`src/rtl/pp_nego_pkg.sv`:
```
package pp_nego_pkg;

  typedef enum logic [1:0] {
    WIN_IDLE    = 2'd0,
    WIN_AFTER_B = 2'd1,
    WIN_AFTER_A = 2'd2
  } win_state_e;

  typedef enum logic [1:0] {
    XFER_NONE   = 2'd0,
    XFER_NIBBLE = 2'd1,
    XFER_COMPAT = 2'd2
  } xfer_kind_e;

  // Both lines moved in one sample with the A^B parity kept, and in the
  // direction that asks for negotiation (A up, B down).
  function automatic logic pair_coincident(input logic a_now, input logic b_now,
                                           input logic a_prev, input logic b_prev);
    logic moved;
    logic parity_kept;
    moved       = (a_now ^ a_prev) | (b_now ^ b_prev);
    parity_kept = ((a_now ^ b_now) == (a_prev ^ b_prev));
    return moved && parity_kept && a_now && !b_now;
  endfunction

  // Kind of a B fall, judged by the level and history of A.
  function automatic xfer_kind_e classify_b_fall(input logic a_now, input logic a_prev);
    if (a_now && a_prev)
      return XFER_NIBBLE;
    else if (!a_now)
      return XFER_COMPAT;
    else
      return XFER_NONE;
  endfunction

endpackage

```
`src/rtl/pp_line_sync.sv`:
```
module pp_line_sync #(
  parameter int              LINES       = 2,
  parameter int              SYNC_STAGES = 2,
  parameter logic [LINES-1:0] IDLE_VAL   = '0
) (
  input  logic             clk,
  input  logic             rst_n,
  input  logic [LINES-1:0] raw_in,
  output logic [LINES-1:0] sync_out
);

  logic [LINES-1:0] stage_q [SYNC_STAGES];

  generate
    for (genvar s = 0; s < SYNC_STAGES; s++) begin : g_stage
      if (s == 0) begin : g_first
        always_ff @(posedge clk or negedge rst_n) begin
          if (!rst_n) stage_q[0] <= IDLE_VAL;
          else        stage_q[0] <= raw_in;
        end
      end else begin : g_next
        always_ff @(posedge clk or negedge rst_n) begin
          if (!rst_n) stage_q[s] <= IDLE_VAL;
          else        stage_q[s] <= stage_q[s-1];
        end
      end
    end
  endgenerate

  assign sync_out = stage_q[SYNC_STAGES-1];

endmodule

```
`src/rtl/pp_edge_track.sv`:
```
module pp_edge_track
  import pp_nego_pkg::*;
#(
  parameter logic A_IDLE = 1'b0,
  parameter logic B_IDLE = 1'b1
) (
  input  logic       clk,
  input  logic       rst_n,
  input  logic       a_s,
  input  logic       b_s,
  output logic       a_rise,
  output logic       b_fall,
  output logic       pair_hit,
  output xfer_kind_e b_kind
);

  logic a_prev_q;
  logic b_prev_q;

  always_ff @(posedge clk or negedge rst_n) begin
    if (!rst_n) begin
      a_prev_q <= A_IDLE;
      b_prev_q <= B_IDLE;
    end else begin
      a_prev_q <= a_s;
      b_prev_q <= b_s;
    end
  end

  assign a_rise   = a_s & ~a_prev_q;
  assign b_fall   = ~b_s & b_prev_q;
  assign pair_hit = pair_coincident(a_s, b_s, a_prev_q, b_prev_q);
  assign b_kind   = classify_b_fall(a_s, a_prev_q);

endmodule

```
`src/rtl/pp_window_classifier.sv`:
```
module pp_window_classifier
  import pp_nego_pkg::*;
#(
  parameter int WIN_W = 4
) (
  input  logic             clk,
  input  logic             rst_n,
  input  logic             a_rise,
  input  logic             b_fall,
  input  logic             pair_hit,
  input  xfer_kind_e       b_kind,
  input  logic [WIN_W-1:0] win_len,
  output logic             nego_evt,
  output logic             xfer_emit,
  output xfer_kind_e       xfer_kind
);

  localparam logic [WIN_W-1:0] CNT_LAST = WIN_W'(1);

  win_state_e       state_q, state_d;
  logic [WIN_W-1:0] cnt_q, cnt_d;
  xfer_kind_e       kind_q, kind_d;
  logic             win_zero;

  assign win_zero = (win_len == '0);

  always_comb begin
    state_d   = state_q;
    cnt_d     = cnt_q;
    kind_d    = kind_q;
    nego_evt  = 1'b0;
    xfer_emit = 1'b0;
    xfer_kind = kind_q;
    unique case (state_q)
      WIN_IDLE: begin
        if (pair_hit) begin
          nego_evt = 1'b1;
        end else if (b_fall) begin
          if (win_zero) begin
            xfer_emit = 1'b1;
            xfer_kind = b_kind;
          end else begin
            state_d = WIN_AFTER_B;
            cnt_d   = win_len;
            kind_d  = b_kind;
          end
        end else if (a_rise && !win_zero) begin
          state_d = WIN_AFTER_A;
          cnt_d   = win_len;
        end
      end
      WIN_AFTER_B: begin
        if (a_rise) begin
          nego_evt = 1'b1;
          state_d  = WIN_IDLE;
        end else if (cnt_q == CNT_LAST) begin
          xfer_emit = 1'b1;
          state_d   = WIN_IDLE;
        end else begin
          cnt_d = cnt_q - CNT_LAST;
        end
      end
      WIN_AFTER_A: begin
        if (b_fall) begin
          nego_evt = 1'b1;
          state_d  = WIN_IDLE;
        end else if (cnt_q == CNT_LAST) begin
          state_d = WIN_IDLE;
        end else begin
          cnt_d = cnt_q - CNT_LAST;
        end
      end
      default: state_d = WIN_IDLE;
    endcase
  end

  always_ff @(posedge clk or negedge rst_n) begin
    if (!rst_n) begin
      state_q <= WIN_IDLE;
      cnt_q   <= '0;
      kind_q  <= XFER_NONE;
    end else begin
      state_q <= state_d;
      cnt_q   <= cnt_d;
      kind_q  <= kind_d;
    end
  end

endmodule

```
`src/rtl/pp_nego_latch.sv`:
```
module pp_nego_latch
  import pp_nego_pkg::*;
(
  input  logic       clk,
  input  logic       rst_n,
  input  logic       nego_evt,
  input  logic       flag_clr,
  input  logic       xfer_emit,
  input  xfer_kind_e xfer_kind,
  output logic       nego_flag,
  output logic       nibble_pulse,
  output logic       compat_pulse
);

  logic flag_q;
  logic nib_q;
  logic cmp_q;
  logic pass_xfer;

  assign pass_xfer = xfer_emit & ~flag_q;

  always_ff @(posedge clk or negedge rst_n) begin
    if (!rst_n) begin
      flag_q <= 1'b0;
      nib_q  <= 1'b0;
      cmp_q  <= 1'b0;
    end else begin
      flag_q <= nego_evt | (flag_q & ~flag_clr);
      nib_q  <= pass_xfer && (xfer_kind == XFER_NIBBLE);
      cmp_q  <= pass_xfer && (xfer_kind == XFER_COMPAT);
    end
  end

  assign nego_flag    = flag_q;
  assign nibble_pulse = nib_q;
  assign compat_pulse = cmp_q;

endmodule

```
`src/rtl/pp_nego_detect.sv`:
```
module pp_nego_detect
  import pp_nego_pkg::*;
#(
  parameter int WIN_W       = 4,
  parameter int SYNC_STAGES = 2
) (
  input  logic             clk,
  input  logic             rst_n,
  input  logic             flag_clr,
  input  logic             line_a_raw,
  input  logic             line_b_raw,
  input  logic [WIN_W-1:0] win_len,
  output logic             nego_flag,
  output logic             nibble_pulse,
  output logic             compat_pulse
);

  localparam logic       A_IDLE   = 1'b0;
  localparam logic       B_IDLE   = 1'b1;
  localparam logic [1:0] IDLE_VEC = {B_IDLE, A_IDLE};

  logic [1:0] lines_s;
  logic       a_rise;
  logic       b_fall;
  logic       pair_hit;
  xfer_kind_e b_kind;
  logic       nego_evt;
  logic       xfer_emit;
  xfer_kind_e xfer_kind;

  pp_line_sync #(
    .LINES       (2),
    .SYNC_STAGES (SYNC_STAGES),
    .IDLE_VAL    (IDLE_VEC)
  ) i_sync (
    .clk      (clk),
    .rst_n    (rst_n),
    .raw_in   ({line_b_raw, line_a_raw}),
    .sync_out (lines_s)
  );

  pp_edge_track #(
    .A_IDLE (A_IDLE),
    .B_IDLE (B_IDLE)
  ) i_edge (
    .clk      (clk),
    .rst_n    (rst_n),
    .a_s      (lines_s[0]),
    .b_s      (lines_s[1]),
    .a_rise   (a_rise),
    .b_fall   (b_fall),
    .pair_hit (pair_hit),
    .b_kind   (b_kind)
  );

  pp_window_classifier #(
    .WIN_W (WIN_W)
  ) i_win (
    .clk       (clk),
    .rst_n     (rst_n),
    .a_rise    (a_rise),
    .b_fall    (b_fall),
    .pair_hit  (pair_hit),
    .b_kind    (b_kind),
    .win_len   (win_len),
    .nego_evt  (nego_evt),
    .xfer_emit (xfer_emit),
    .xfer_kind (xfer_kind)
  );

  pp_nego_latch i_latch (
    .clk          (clk),
    .rst_n        (rst_n),
    .nego_evt     (nego_evt),
    .flag_clr     (flag_clr),
    .xfer_emit    (xfer_emit),
    .xfer_kind    (xfer_kind),
    .nego_flag    (nego_flag),
    .nibble_pulse (nibble_pulse),
    .compat_pulse (compat_pulse)
  );

endmodule

```
`config.mk`:
```
export PLATFORM = sky130hd
export DESIGN_NAME = pp_nego_detect
export DESIGN_NICKNAME = d
export VERILOG_FILES = /design/src/rtl/pp_nego_pkg.sv /design/src/rtl/pp_line_sync.sv /design/src/rtl/pp_edge_track.sv /design/src/rtl/pp_window_classifier.sv /design/src/rtl/pp_nego_latch.sv /design/src/rtl/pp_nego_detect.sv
export SDC_FILE = /design/constraint.sdc
export NUM_CORES = 1
export LEC_CHECK = 0
export ABC_AREA = 1
export BUFFER_PORTS_ARGS = -buffer_cell sky130_fd_sc_hd__buf_2
export CORE_MARGIN = 5
export CORE_UTILIZATION = 50
export DETAILED_ROUTE_END_ITERATION = 6
export GPL_ROUTABILITY_DRIVEN = 0
export PLACE_DENSITY_LB_ADDON = 0.08
export SETUP_SLACK_MARGIN = 0.15
export SLEW_MARGIN = 20
export SYNTH_ARGS = -nofsm -noshare
export SYNTH_HDL_FRONTEND = slang
export SYNTH_SLANG_ARGS = --single-unit
export TNS_END_PERCENT = 30
```
`constraint.sdc`:
```
create_clock -name clk -period 4.2 [get_ports clk]
set_input_delay 0.63 -clock clk [delete_from_list [all_inputs] [get_ports clk]]
set_output_delay 0.63 -clock clk [all_outputs]
set_load 0.03 [all_outputs]
```
After elaboration in Yosys (flattened, before gate mapping). Cells that the tools add are included. W data, S select, Z words.

Flip-flop bits (word level): 17. Bits in latches: 0. Bits in writable memories: 0. ROM bits: 0. Input bits: 9. Output and inout port bits: 3. Word-level logic and storage cells: 85. Memories: 0.

$add $sub $neg: 1. $mul: 0. Divide/modulo/power cells: 0. $lt $le $gt $ge: 0. Eq/ne operators: 11. Shifts and indexed selects: 0. Multiplexer cells: 32. Bitwise logic cells: 16. Reductions and logical operators: 15.

Operators by type and width (number): $mux W4 (7); $mux W2 (13); $pmux W4 S3 (1); $mux W1 (8); $logic_and A1 B1 Y1 (7); $ne A2 B2 Y1 const B (3); $not A1 Y1 (6); $pmux W2 S3 (1); $reduce_and A6 Y1 (1); $and A1 B1 Y1 (4); $eq A2 B1 Y1 const B (2); $eq A2 B2 Y1 const B (2); $eq A4 B1 Y1 const B (1); $logic_not A4 Y1 (1); $reduce_and A4 Y1 (1); $sub A4 B1 Y4 const B (1); $xor A1 B1 Y1 (4); $ne A3 B2 Y1 const B (1); $ne A3 B3 Y1 const B (1); $pmux W1 S3 (1); $reduce_and A3 Y1 (1); $reduce_bool A3 Y1 (1); $logic_not A1 Y1 (2); $logic_not A2 Y1 (1); 3 further kinds (4).

Logic depth before layout (Yosys ltp). Gate-level depths: netlist of run 1.

Depth in word-level cells: 9. Gate-level depth with buffers: 11. Mapped depth without buffers: 11.

Hierarchy. Synthesis of run 1 repeated with hierarchy kept, for this count alone.

Cells, all modules: 136. Area, all modules: 1023.5 um^2.

Modules (own cells, without submodules): pp_window_classifier (times used 1, cells an instance 103, area each 663.1 um^2, seq. area each 200.2 um^2); pp_edge_track (times used 1, cells an instance 15, area each 127.6 um^2, seq. area each 51.3 um^2); pp_line_sync (times used 1, cells an instance 6, area each 117.6 um^2, seq. area each 102.6 um^2); pp_nego_latch (times used 1, cells an instance 12, area each 115.1 um^2, seq. area each 75.1 um^2).

Worst setup path before layout of run 1. OpenSTA, ideal clock, no wires.

Path kind: reg-to-reg. Start: reg i_sync.stage_q (netlist bit i_sync.sync_out[1]). End: reg i_win.cnt_q[0]. Library setup time: 117 ps. Arrival: 1399 ps. Data required time: 4083 ps. Slack: 2684 ps. Cell stages (with the launch flop): 11. Path buffers: 0. Period minus slack after synthesis: 1516 ps. Cells stage by stage: dfstp_2 > inv_2 > ha_1 > nand2_1 > inv_1 > nor2_2 > nand3_1 > inv_2 > nor2_8 > nand3_1 > nand2_1.

Longest elaborated chain between the ends: 7. Elaborated cells on any way between the ends: 18. Classes of those cells: 5 x eq/ne; 3 x mux; 5 x bitwise; 5 x reduce/logical.

Ends and longest elaborated chain: start: declaration (RTL line pp_line_sync.sv:12) `logic [LINES-1:0] stage_q [SYNC_STAGES];`; start signal: indexed assignment (RTL line pp_line_sync.sv:24) `else stage_q[s] <= stage_q[s-1];`; $xor A1 B1 Y1, on equally long branches (RTL line pp_nego_pkg.sv:21, pp_nego_pkg.sv:22); $or A1 B1 Y1 or $eq A1 B1 Y1 (tied branches) (RTL line pp_nego_pkg.sv:21, pp_nego_pkg.sv:22); $logic_and A1 B1 Y1 (3 in series) (RTL line pp_nego_pkg.sv:23) `return moved && parity_kept && a_now && !b_now;`; $ne A2 B2 Y1 (no source line); $reduce_and A6 Y1 (no source line); end signal: assignment (RTL line pp_window_classifier.sv:84) `cnt_q <= cnt_d;`; end: declaration (RTL line pp_window_classifier.sv:21) `logic [WIN_W-1:0] cnt_q, cnt_d;`.

Parallel ways exist; a longest one is shown, timed or not. The select of a mux whose other input is x is not followed. A chain may end at the register's enable or synchronous reset.

Worst setup path in the final report of run 1.
Start: reg i_sync.stage_q (netlist bit i_sync.sync_out[1]). End: reg i_win.cnt_q[3].

The elaborated chain is that of the path after synthesis.

==> out/qor.csv, run 1 <==
metric,value,unit
grt_usage,14.2,%
yosysUniqueCellTypes,20,
firstDrtPassIters,4,
skew,0.00123,ns
critPathMaxFanout,7,
critPathLaunchType,flip-flop,
cp.arrival,1.87,ns
syn-num-nets,156,
clockPowerShare,12.3,%
reg2reg_to,i_win.cnt_q[3],
first_global_vias,878,
wl_per_cell,10.7,um
cts_tree,done,
initial_core_util,51.1,%
rows,17,
maxCapViolCount,0,
clock.fmax,0.593,GHz
ir_drop,0.000328,V
worst_slew_pin_slew,0.371,ns
ys_warn_count,0,
min_path_type,in -> async,
reg2reg_depth,10,
antenna_found_initial,0,
switchingPower,315,uW
crit_path_end_kind,flip-flop,
ant_nets,0,
hold_violations,0,
grt_pass1_wl,3670,um
ctsHoldBuffers,0,
area_growth,10.6,%
syn_area,1100,um^2
hpwlAfterDp,1590,um
postSynthCellCount,138,
multi_input_area,578,um^2
drt-vias-per-instance,4.88,
nFillCells,206,
coreArea,2150,um^2
finalCriticalPeriod,1.69,ns
powerDensity,571,nW/um^2
rsz0062_at_grt,false,
required,4.38,ns
die_area,3230,um^2
numPortBuffers,11,
crit_start,i_sync.sync_out[1],
root_buffer,clkbuf_4,
ys_ff_latch,17,
fin_setup_tns,0,ns
power_leakage,0.663,nW
drive_gt1_share,26.1,%
grt.overflow.total,0,
setup_viol,0,
grt_max_degree,18,
dr_total_vias,883,
ios,12,
p_int,379,uW
wirelength,1940,um
cts_buffer_depth,2,
p_seq_share,36.5,%
p_sw_share,45.4,%
path_class,reg -> reg,
crit_end,i_win.cnt_q[3],
status,"complete, no violations",
combPwrFrac,51.1,%
post_cts_buffers,0,
ys_seq_area_share,39.1,%
htree_levels,1,
drc,0,
finalNetCount,172,
hold_ws,0.245,ns
die_width,56.8,um
drv_slew,0,
path_clk_slew,0.09,ns
drtIter0Drc,23,
numCtsBuffers,3,
clock-sinks,17,
antenna_cells,0,
syn_area_per_cell,7.95,um^2
cts_resized,0,
regToRegSetupSlack,2.51,ns
regArea,429,um^2
die_h,56.8,um
slew_headroom,75.3,%
r2r_start,i_sync.sync_out[1],
insertion_delay,0.28,ns
finalCritPeriodShare,40.1,%
## logic make-up (layout without fill, tap and decap cells)
| group | Yosys count | count (layout) | synth area share [%] |
|---|---|---|---|
| AOI/OAI and AO/OA | 11 | 11 | 6.04 |
| adders and majority gates | 9 | 9 | 10.3 |
| buffers and inverters | 24 | 39 | 8.21 |
| DFF | 17 | 17 | 39.1 |
| and+or+nand+nor | 77 | 77 | 36.4 |
## power groups by stage
stage / Combinational, mW / Sequential, mW / Clock (mW)
final: 0.355 / 0.253 / 0.0855
after global placement: 0.350 / 0.256 / 0
after CTS: 0.358 / 0.254 / 0.0928
after floorplan: 0.279 / 0.256 / 0
after global routing: 0.419 / 0.261 / 0.102
after detailed placement: 0.356 / 0.257 / 0
## through the flow
step	cells	util [%]	instance area (um^2)	setup WS, ns	power [mW]
after floorplan	138	-	1100	2.68	0.535
after CTS	181	56.5	1210	2.49	0.704
after global routing	181	56.5	1210	2.30	0.782
after detailed placement	177	55.3	1190	2.50	0.613
final	181	56.5	1210	2.51	0.694
after global placement	177	55.3	1190	2.54	0.606
## placed cells by master (no fill, tap or decap)
cell	instances
nand2_1	40
inv_1	17
nand3_1	14
dfrtp_1	14
buf_2	11
ha_1	9
inv_2	7
o21ai_0	7
nor2_1	6
nand2_2	5
a21oi_1	3
clkbuf_4	3
dfstp_2	3
nor2_2	2
nor2_8	2
nand2_4	2
nand4_1	2
or2_2	1
nand3_2	1
or2_4	1
a21oi_4	1
nand4_2	1
clkbuf_1	1
## worst max-delay path, cell delays in order (launching register included)
cell     delay (ns)
dfstp_2        0.55
inv_2          0.04
ha_1           0.26
nand2_1        0.06
inv_1          0.04
nor2_2         0.11
nand3_1        0.19
inv_2          0.15
nor2_8         0.06
nand3_1        0.08
nand2_1        0.06
## worst min path at each step
stage                     cells after the start              start                   end
after floorplan                               0              rst_n       i_edge.a_prev_q
after global placement                        0  i_sync.stage_q[2]    i_sync.sync_out[0]
after detailed placement                      0  i_sync.stage_q[2]    i_sync.sync_out[0]
after CTS                                     1              rst_n  i_latch.compat_pulse
after global routing                          1              rst_n  i_latch.compat_pulse
final                                         1              rst_n      i_win.state_q[1]
## sequential cells by signal (all words and copies together), names as in the netlist
signal	count
i_edge.b_prev_q	1
i_win.kind_q	2
i_win.state_q	2
i_win.cnt_q	4
i_sync.stage_q	2
i_latch.nibble_pulse	1
i_edge.a_prev_q	1
i_latch.nego_flag	1
i_latch.compat_pulse	1
i_sync.sync_out	2
## cell type report
type	count	area share, %
Multi-Input combinational cell	97	47.6
Sequential cell	17	35.4
Inverter	24	7.42
Timing Repair Buffer	11	4.54
Tap cell	28	2.89
Clock buffer	4	2.16
## synth_stat cells
cell type / number / area (um^2)
dfrtp_1: 14 / 350
or2_4: 1 / 8.76
or2_2: 1 / 6.26
nand2_4: 2 / 22.5
inv_1: 17 / 63.8
nor2_1: 6 / 22.5
nand2_2: 5 / 31.3
nand4_1: 2 / 12.5
nand4_2: 1 / 12.5
inv_2: 7 / 26.3
nor2_2: 2 / 12.5
ha_1: 9 / 113
nand3_1: 14 / 70.1
nor2_8: 2 / 40.0
o21ai_0: 7 / 35.0
nand2_1: 40 / 150
nand3_2: 1 / 10.0
a21oi_4: 1 / 16.3
dfstp_2: 3 / 78.8
a21oi_1: 3 / 15.0
## routing by layer
layer	wire length (um)	vias up	global-route usage, %
met4	24	0	5.30
met1	936	394	18.5
met5	0	-	0
met2	870	26	22.3
met3	110	4	3.91
li1	-	459	-
No activity file was read; power rests on OpenSTA's default activity.
==> run 2: changes to the inputs <==
- clock period: 4.2 -> 1.4 ns (I/O delays scaled with it)
==> out/qor.csv, run 2 (synthesized netlist as in run 1, its figures left out) <==
metric,value,unit
required,1.59,ns
preCtsSetupSlack,-0.135,ns
drtIter0Drc,18,
wirelength,2190,um
layout_common_cells,"nand2_1, buf_4, inv_1, dfrtp_1, nand3_1",
layout_commonest_cell,nand2_1,
skew,0.000494,ns
die_area,3230,um^2
crit_path_end_kind,flip-flop,
firstDrtPassIters,4,
clock.fmax,0.647,GHz
finalNonFillerCells,201,
insertion_delay,0.29,ns
postLayoutCellArea,1420,um^2
slew_headroom,73.7,%
largest_reg_flops,4,
antenna_cells,0,
use_met3,2.53,%
die_h,56.8,um
violations,negative setup slack,
post-route-util,66.0,%
path_buf_inv,4,
initial_core_util,51.1,%
finalCriticalPeriod,1.55,ns
path_cells,inv_2 > ha_4 > nand2_2 > inv_2 > nor2_4 > nand3_2 > inv_2 > nor2_8 > inv_2 > nand2_1 > nand2_1,
path_class,reg -> reg,
critPathLaunchType,flip-flop,
clock-sinks,17,
grt.overflow.total,0,
finalCritPeriodShare,110,%
root_buffer,clkbuf_4,
antenna_found_initial,0,
ant_nets,0,
numCtsBuffers,3,
slowest_delay,0.55,ns
drc,0,
dr_total_vias,984,
met1_usage,20.0,%
drive_gt1_share,38.7,%
powerDensity,1760,nW/um^2
setup_viol,11,
grtUsageMet2,25.1,%
drt-vias-per-instance,4.90,
hpwlAfterDp,1750,um
cts_tree,done,
rows,17,
top_usage_layer,met2,
grt_max_degree,18,
rsz0062_at_grt,true,
grt_usage,15.0,%
setup_ws,-0.145,ns
power_leakage,0.765,nW
path_clk_slew,0.11,ns
worst_path_max_delay_cell,dfstp_2,
cp_top_family,flip-flops,
finalNetCount,192,
ir_drop,0.00116,V
first_global_vias,965,
regMostFlops,i_win.cnt_q,
status,"finished, violations left",
die_width,56.8,um
min_path_type,in -> reg,
cts_buffer_depth,2,
crit_path_frequent_cell,inv_2,
cp.arrival,1.74,ns
grt_pass1_wl,3950,um
maxCapViolCount,0,
ios,12,
coreArea,2150,um^2
worst_slew_pin_slew,0.395,ns
drv_slew,0,
area_growth,29.2,%
wl_per_cell,10.9,um
dpl_cell_area,1320,um^2
hold_violations,0,
nFillCells,188,
htree_levels,1,
numPortBuffers,11,
place_inst,191,
critPathMaxFanout,7,
==> run 2: area by class of cell <==
| type | count | area (um^2) | share of cell area (%) |
|---|---|---|---|
| Timing Repair Buffer | 31 | 210 | 14.8 |
| Clock inverter | 1 | 7.51 | 0.530 |
| Multi-Input combinational cell | 97 | 623 | 44.0 |
| Sequential cell | 17 | 429 | 30.3 |
| Clock buffer | 3 | 22.5 | 1.59 |
| Inverter | 24 | 90.1 | 6.35 |
| Tap cell | 28 | 35.0 | 2.47 |
==> run 2: through the flow <==
step                      hold slack, ns  TNS (ns)  power [mW]
final                             0.0169     -1.33        2.49
after global routing             0.00505     -2.39        2.74
after CTS                        0.00900     -1.35        2.47
after detailed placement           0.153     -1.20        2.16
after global placement             0.154    -0.800        2.11
after floorplan                  -0.0856    -0.264        1.66
==> run 2: path summary, 6_finish.rpt <==
path,from,end,slack [ns],cells past startpoint
max in group asynchronous,rst_n,i_edge.b_prev_q,0.71,2
worst max-delay path,i_sync.sync_out[1],i_win.state_q[0],-0.15,11
worst max register to register,i_sync.sync_out[1],i_win.state_q[0],-0.15,11
worst min-delay path,line_a_raw,i_sync.stage_q[2],0.02,1
worst min register to register,i_sync.stage_q[2],i_sync.sync_out[0],0.36,0
min in group asynchronous,rst_n,i_latch.nibble_pulse,0.37,2
==> run 2: layer usage <==
metal | vias to the layer above | wire length [um]
li1 | 501 | -
met1 | 467 | 981
met2 | 14 | 1090
met3 | 2 | 109
met4 | 0 | 9
met5 | - | 0
==> run 2: timing repair <==
| item | in CTS | in global routing |
|---|---|---|
| pin swaps | 4 | 8 |
| hold endpoints to repair | 15 | 0 |
| hold buffers | 2 | 0 |
| setup buffers | 1 | 3 |
| endpoints found under the setup margin | 11 | 11 |
| gates resized for setup | 1 | 7 |
==> run 2: where the power goes <==
part	internal (mW)	total (mW)	switching, mW
clock network	0.108	0.275	0.166
logic	0.666	1.46	0.795
registers	0.633	0.753	0.120
==> run 2: worst register-to-register path: cells and delay by family (launching register included) <==
family	cells	cell delay [ns]
buf+inv	4	0.23
flops	1	0.55
simple gates	6	0.41
fa+ha+maj	1	0.25
